`config.mk`:
```
export PLATFORM = sky130hd
export DESIGN_NAME = mrd_pipe_read
export DESIGN_NICKNAME = d
export VERILOG_FILES = /design/src/rtl/mrd_pkg.sv /design/src/rtl/mrd_decoder.sv /design/src/rtl/mrd_row_array.sv /design/src/rtl/mrd_word_sel.sv /design/src/rtl/mrd_pipe_read.sv
export SDC_FILE = /design/constraint.sdc
export NUM_CORES = 2
export LEC_CHECK = 0
export ABC_AREA = 1
export CAP_MARGIN = 20
export CORE_MARGIN = 1.5
export CORE_UTILIZATION = 68
export DETAILED_ROUTE_END_ITERATION = 8
export DONT_BUFFER_PORTS = 1
export PLACE_DENSITY = 0.84
export SETUP_SLACK_MARGIN = 0.3
export SYNTH_ARGS = -nofsm -noshare
export SYNTH_HDL_FRONTEND = slang
export SYNTH_HIERARCHICAL = 1
export SYNTH_SLANG_ARGS = --single-unit
export TNS_END_PERCENT = 1
```
`constraint.sdc`:
```
create_clock -name clk -period 4.4 [get_ports clk]
set_input_delay 0.88 -clock clk [delete_from_list [all_inputs] [get_ports clk]]
set_output_delay 0.88 -clock clk [all_outputs]
set_load 0.01 [all_outputs]
```
`src/rtl/mrd_pkg.sv`:
```
package mrd_pkg;

    localparam int ADDR_W     = 8;
    localparam int WORD_W     = 32;
    localparam int ROW_WORDS  = 8;
    localparam int N_ROWS     = 8;

    localparam int BYTE_OFS_W = $clog2(WORD_W / 8);
    localparam int WSEL_W     = $clog2(ROW_WORDS);
    localparam int RSEL_W     = $clog2(N_ROWS);
    localparam int ROW_W      = WORD_W * ROW_WORDS;
    localparam int WADDR_W    = RSEL_W + WSEL_W;

    typedef logic [WORD_W-1:0] word_t;
    typedef logic [ROW_W-1:0]  row_t;
    typedef logic [ADDR_W-1:0] addr_t;

    typedef struct packed {
        logic              valid;
        logic [WSEL_W-1:0] wsel;
        row_t              row;
    } stage1_t;

    typedef struct packed {
        logic  valid;
        word_t data;
    } stage2_t;

    function automatic logic [RSEL_W-1:0] row_of(input addr_t a);
        return a[ADDR_W-1 -: RSEL_W];
    endfunction

    function automatic logic [WSEL_W-1:0] word_of(input addr_t a);
        return a[BYTE_OFS_W +: WSEL_W];
    endfunction

endpackage

```
`src/rtl/mrd_decoder.sv`:
```
module mrd_decoder #(
    parameter int N     = 8,
    parameter int SEL_W = $clog2(N)
) (
    input  logic [SEL_W-1:0] sel,
    output logic [N-1:0]     hot
);
    always_comb begin
        hot = '0;
        for (int i = 0; i < N; i++) begin
            if (sel == SEL_W'(i)) hot[i] = 1'b1;
        end
    end
endmodule

```
`src/rtl/mrd_row_array.sv`:
```
module mrd_row_array #(
    parameter int N_ROWS    = 8,
    parameter int ROW_WORDS = 8,
    parameter int WORD_W    = 32,
    parameter int ROW_W     = WORD_W * ROW_WORDS,
    parameter int RSEL_W    = $clog2(N_ROWS),
    parameter int WSEL_W    = $clog2(ROW_WORDS)
) (
    input  logic              clk,
    input  logic              wr_en,
    input  logic [RSEL_W-1:0] wr_row,
    input  logic [WSEL_W-1:0] wr_wsel,
    input  logic [WORD_W-1:0] wr_data,
    input  logic [RSEL_W-1:0] rd_row,
    output logic [ROW_W-1:0]  rd_row_data
);
    logic [N_ROWS-1:0] wr_hot;
    logic [N_ROWS-1:0] rd_hot;
    logic [ROW_W-1:0]  masked [N_ROWS];

    mrd_decoder #(.N(N_ROWS), .SEL_W(RSEL_W)) u_wr_dec (.sel(wr_row), .hot(wr_hot));
    mrd_decoder #(.N(N_ROWS), .SEL_W(RSEL_W)) u_rd_dec (.sel(rd_row), .hot(rd_hot));

    for (genvar r = 0; r < N_ROWS; r++) begin : g_row
        logic [ROW_W-1:0] row_q;

        for (genvar w = 0; w < ROW_WORDS; w++) begin : g_word
            always_ff @(posedge clk) begin
                if (wr_en && wr_hot[r] && (wr_wsel == WSEL_W'(w))) begin
                    row_q[w*WORD_W +: WORD_W] <= wr_data;
                end
            end
        end

        assign masked[r] = rd_hot[r] ? row_q : '0;
    end

    always_comb begin
        rd_row_data = '0;
        for (int r = 0; r < N_ROWS; r++) begin
            rd_row_data = rd_row_data | masked[r];
        end
    end
endmodule

```
`src/rtl/mrd_word_sel.sv`:
```
module mrd_word_sel #(
    parameter int ROW_WORDS = 8,
    parameter int WORD_W    = 32,
    parameter int ROW_W     = WORD_W * ROW_WORDS,
    parameter int WSEL_W    = $clog2(ROW_WORDS)
) (
    input  logic [ROW_W-1:0]  row,
    input  logic [WSEL_W-1:0] wsel,
    output logic [WORD_W-1:0] word
);
    always_comb begin
        word = '0;
        for (int i = 0; i < ROW_WORDS; i++) begin
            if (wsel == WSEL_W'(i)) word = row[i*WORD_W +: WORD_W];
        end
    end
endmodule

```
`src/rtl/mrd_pipe_read.sv`:
```
module mrd_pipe_read
    import mrd_pkg::*;
(
    input  logic              clk,
    input  logic              rst,
    input  logic              rd_en,
    input  logic [ADDR_W-1:0] rd_addr,
    input  logic              wr_en,
    input  logic [ADDR_W-1:0] wr_addr,
    input  logic [WORD_W-1:0] wr_data,
    output logic              rd_valid,
    output logic [WORD_W-1:0] rd_data
);
    row_t    row_now;
    word_t   word_pick;
    stage1_t s1_q;
    stage2_t s2_q;

    mrd_row_array #(
        .N_ROWS(N_ROWS), .ROW_WORDS(ROW_WORDS), .WORD_W(WORD_W)
    ) u_array (
        .clk        (clk),
        .wr_en      (wr_en),
        .wr_row     (row_of(wr_addr)),
        .wr_wsel    (word_of(wr_addr)),
        .wr_data    (wr_data),
        .rd_row     (row_of(rd_addr)),
        .rd_row_data(row_now)
    );

    // Stage 1: whole row plus word index
    always_ff @(posedge clk) begin
        s1_q.row  <= row_now;
        s1_q.wsel <= word_of(rd_addr);
        if (rst) s1_q.valid <= 1'b0;
        else     s1_q.valid <= rd_en;
    end

    mrd_word_sel #(.ROW_WORDS(ROW_WORDS), .WORD_W(WORD_W)) u_sel (
        .row (s1_q.row),
        .wsel(s1_q.wsel),
        .word(word_pick)
    );

    // Stage 2: selected word
    always_ff @(posedge clk) begin
        s2_q.data <= word_pick;
        if (rst) s2_q.valid <= 1'b0;
        else     s2_q.valid <= s1_q.valid;
    end

    assign rd_valid = s2_q.valid;
    assign rd_data  = s2_q.data;
endmodule

```
* After elaboration in Yosys (flattened, before gate mapping)
Index checks and enable logic that the tools add are counted.
Widths: inputs -> output; s select.
** Word-level totals
- Register bits after elaboration :: 2341
- Input port bits :: 52
- Output and inout port bits :: 33
- Word-level logic and storage cells :: 212
** Operators by class
- Equality and inequality tests :: 28
- Mux-type cells :: 32
- Bitwise gates (word level) :: 7
- Reductions and logical operators :: 76
** Operators with widths (number)
- $mux 256 :: 8
- $or 256x256->256 :: 7
- $mux 32 :: 8
- $logic_and 1x1->1 :: 72
- $eq 3x3->1 const B :: 16
- $eq 3x2->1 const B :: 8
- $mux 1 :: 16
- $eq 3x1->1 const B :: 4
- $logic_not 3->1 :: 4

* Depth between registers and ports, before layout
- Depth in word-level cells :: 10
- Mapped depth :: 9
- Mapped depth without buffers :: 7

* Cells and area by module
Netlist, hierarchy kept.
** By module, submodules not included
- mrd_row_array :: instances 1, cells each 6196, area an instance 77906.0 µm²
- mrd_pipe_read :: instances 1, cells each 297, area an instance 5880.6 µm²
- mrd_word_sel :: instances 1, cells each 441, area an instance 2124.5 µm²
- mrd_decoder :: instances 2, cells each 15, area an instance 56.3 µm²

* Least setup slack after synthesis
No wires, ideal clock.
- Kind :: input to register
- From :: input wr_addr[5]
- To :: register u_array.g_row[4].row_q[0] (enable)
- Setup time :: 0.421 ns
- Data arrival time :: 2.612 ns
- Data required time :: 3.979 ns
- Slack :: 1.367 ns
- Stages :: 5
- Path buffers :: 0
- Cell sequence :: inv_1 nand2_1 nor2_1 nand2_1 nor2_1
** Between the ends
- Longest elaborated chain between the ends :: 4
** Ends and longest elaborated chain
- start: declaration :: RTL line mrd_pipe_read.sv:9 : input logic [ADDR_W-1:0] wr_addr,
- $eq 3x3->1 :: RTL line mrd_decoder.sv:11 : if (sel == SEL_W'(i)) hot[i] = 1'b1;
- $mux 1 :: RTL line mrd_decoder.sv:11
- named net u_array.wr_hot[4] :: RTL line mrd_row_array.sv:17 : logic [N_ROWS-1:0] wr_hot;
- $logic_and 1x1->1 (2 in series) :: RTL line mrd_row_array.sv:29 : if (wr_en && wr_hot[r] && (wr_wsel == WSEL_W'(w))) begin
- end signal: indexed assignment :: RTL line mrd_row_array.sv:30 : row_q[w*WORD_W +: WORD_W] <= wr_data;
- end: declaration :: RTL line mrd_row_array.sv:25 : logic [ROW_W-1:0] row_q;
The timed path passes the listed nets, and every way through them passes these cells.
A chain may end at the register's enable or synchronous reset.

* Final worst setup path
- From :: register s1_q[256] (netlist name)
- To :: register s2_q, in the netlist rd_data[0]
** Between the ends
- Longest elaborated chain between the ends :: 9
- Elaborated cells between the ends (all ways) :: 16
- Classes of those cells :: eq/ne: 7; mux: 8; reduce/logical: 1
** Ends and longest elaborated chain
- $logic_not 3->1 :: RTL line mrd_word_sel.sv:14 : if (wsel == WSEL_W'(i)) word = row[i*WORD_W +: WORD_W];
- $mux 32 (7 in series) :: RTL line mrd_word_sel.sv:14
- $mux 32 (*) :: RTL line mrd_word_sel.sv:14
- named net word_pick[0] :: RTL line mrd_pipe_read.sv:15 : word_t word_pick;
- end: declaration :: RTL line mrd_pipe_read.sv:17 : stage2_t s2_q;
Mark *: on every way through the listed nets, which the timed path passes. The rest lies on a longest branch.

==> run summary <==
Adder-Cell Fraction of Synth Area -> 0
DRC -> 0
Cts-stage hold buffer count -> 0
Most common cell after layout, fill and taps aside -> nand2_1
# Post-CTS Setup Buffers -> 0
Area fraction of the dominant cell type after synthesis -> 0.7149
Fmax -> 0.3467 GHz
Crit path kind -> reg -> reg
Drt initial violations -> 8372
Syn_area_per_cell -> 12.35 um2
CP Data Arrival Time -> 3.56 ns
Layout Skew -> 0.03022 ns
Critical path buffer and inverter count -> 2
R2r startpoint -> s1_q[256]
Avg WL per Cell -> 25.27 um
R2r endpoint -> rd_data[0]
Buffers on Ports -> 0
Xor and xnor area share after synthesis -> 0
Final hold vios -> 0
Yosys warning count -> 6
FF+latch count, synth -> 2341
# resized after CTS -> 0
Largest family of logic cells by synthesized area -> simple AND/OR/NAND/NOR gates
Hold Slack -> 0.06426 ns
Critical path capture point type -> flip-flop
Maximum clock path buffer count -> 3
Post-DR vias/cell -> 6.154
Max cap viols -> 0
Net count, final -> 7069
CP peak stage delay -> 0.74 ns
Worst VDD drop -> 0.4568 mV
Yosys cell types -> 15
Vias in the first global route -> 54589
Fill cell count -> 6590
Core area -> 125600 um2
Setup TNS Final -> 0 ns
ANT nets after route -> 0
Compound-cell area share of the yosys netlist -> 0
Top cells by area, synth -> edfxtp_1 71%, nand2_1 15%, dfxtp_1 6.8%, nor2_1 2.9%, nand4_1 1.2%
Critical-path top delay cell -> dfxtp_2
Outcome -> finished clean
Die Y -> 358.7 um
Clock root cell -> clkbuf_16
H-tree Lvls -> 4
Max-slew violation count -> 0
WHS Path Cells -> 0
Total Wirelength -> 223900 um
Worst-skew pair later-pin latency -> 0.85 ns
Rel. slew slack -> 0.1836
Total GRT Usage -> 0.3503
Power per cell area -> 469.5 nW/um2
Mux share of post-synthesis cell area -> 0
Die W -> 358.7 um
Critical Path RT -> 5.07 ns
Final Cycle Share -> 0.6555
R2r worst-path depth -> 7
RePlAce Congestion -> 0.8761
Mapped Cells -> 6964
Area added between synthesis and finish -> 10.42%
Critical path, cell by cell -> nor2_2 -> buf_4 -> nand2_1 -> buf_4 -> nor2_1 -> nor2_1 -> nand4_1
CTS tree -> done
Initial Utilization -> 0.6851
Grt ovf -> 0
Crit path time final -> 2.884 ns
CP startpoint kind -> flip-flop
Yosys top cell by area -> edfxtp_1
Hold-critical path endpoint -> s1_q[258]
Initial antenna violation count -> 8
Simple logic cell fraction of the synthesized area -> 0.1932
Vias -> 54522
Worst-path clk slew -> 0.06 ns
Commonest non-fill, non-tap cells in the layout -> 3441 x nand2_1, 2048 x edfxtp_1, 586 x nor2_1
Num CTS Buffers -> 211
Crit Path Max Fanout -> 31
Share of post-route cells with drive strength above 1 -> 0.07077
DP Wirelength -> 114500 um
IO Pins -> 85
Synth Net Count -> 7016
Largest delay contributor family on the critical path -> simple AND/OR/NAND/NOR gates
Post-Synthesis Cell Area -> 86020 um2
Final setup viols -> 0
Reg2reg setup slack -> 1.52 ns
Drt pass-1 iters -> 9
Slew @ Worst Pin -> 1.221 ns
Largest net degree at the start of global routing -> 177
Min-delay src -> rd_addr[4]
LEAKAGE -> 36.21 nW
Placement row count -> 130
Unrepaired setup endpoints after global routing -> false
First-pass GRT wire length -> 327300 um
CTS Sinks -> 2341
Hold crit path type -> in -> reg
Sequential area share after synthesis -> 0.7831
DIE AREA -> 128600 um2
==> final cells by class <==
class | instances | area, um2 | area share
multi-input combinational | 4303 | 17180 | 0.1809
timing repair buffer | 114 | 1306 | 0.01375
sequential | 2341 | 67370 | 0.7092
clock buffer | 291 | 5857 | 0.06166
clock inverter | 111 | 1031 | 0.01085
inverter | 46 | 175.2 | 0.001844
tap | 1650 | 2064 | 0.02173
antenna | 3 | 7.507 | 0.00007903
==> metrics by stage <==
| stage | instances | worst slack, ns | instance area, um2 | power [mW] | util |
|---|---|---|---|---|---|
| after floorplan | 6964 | 1.367 | 86020 | 26.04 | - |
| after global placement | 8454 | 1.257 | 88100 | 26.57 | 0.7016 |
| after detailed placement | 8454 | 1.222 | 88100 | 26.63 | 0.7016 |
| after global routing | 8857 | 1.477 | 94990 | 45.56 | 0.7564 |
| after CTS | 8856 | 1.700 | 94980 | 44.56 | 0.7564 |
| final | 8859 | 1.516 | 94990 | 44.60 | 0.7565 |
==> cells in the mapped netlist, drive strengths merged <==
master and n:
nand3 40, inv 46, nand2 3441, nor2 659, edfxtp 2048, nand4 160, dfxtp 293, clkbuf 30
nor3 3, buf 244
==> per-layer routing <==
| layer | track usage | up-vias | share of wire |
|---|---|---|---|
| met5 | 0.004444 | - | 0.00049 |
| met4 | 0.1616 | 10 | 0.045 |
| met3 | 0.09010 | 822 | 0.14 |
| met2 | 0.5733 | 4359 | 0.48 |
| met1 | 0.4435 | 25948 | 0.33 |
| li1 | - | 23383 | - |
==> worst register-to-register path, cell delays in order, from the launching register on <==
cell and delay [ns]:
dfxtp_2 0.74, nor2_2 0.35, buf_4 0.32, nand2_1 0.21
buf_4 0.32, nor2_1 0.09, nor2_1 0.48, nand4_1 0.22
==> sequential cells by signal, summed over array words and instances, names as in the netlist <==
signal,flops
rd_data,32
rd_valid,1
s1_q,260
u_array/g_row.row_q,2048
==> where the power goes <==
part	switching, mW	internal (mW)	total [mW]
clock network	8.04	10.3	18.3
logic	1.10	0.357	1.46
registers	0.293	24.5	24.8
==> cell families (layout without fill, tap and decap cells) <==
logic type / after synthesis / count (layout)
DFF: 2341 / 2341
buffers and inverters: 320 / 562
and+or+nand+nor: 4303 / 4303
other: 0 / 3
==> worst max-delay path by stage <==
stage	endpoint	startpoint	depth (start not counted)	slack (ns)
global placement	u_array/g_row[6].row_q[28]	wr_addr[5]	6	1.26
finish	rd_data[0]	s1_q[256]	7	1.52
CTS	rd_data[15]	s1_q[257]	5	1.70
floorplan	u_array/g_row[4].row_q[0]	wr_addr[5]	5	1.37
detailed placement	u_array/g_row[2].row_q[180]	wr_addr[5]	6	1.22
global route	rd_data[15]	s1_q[257]	5	1.48
(Power assumes the default switching activity.)
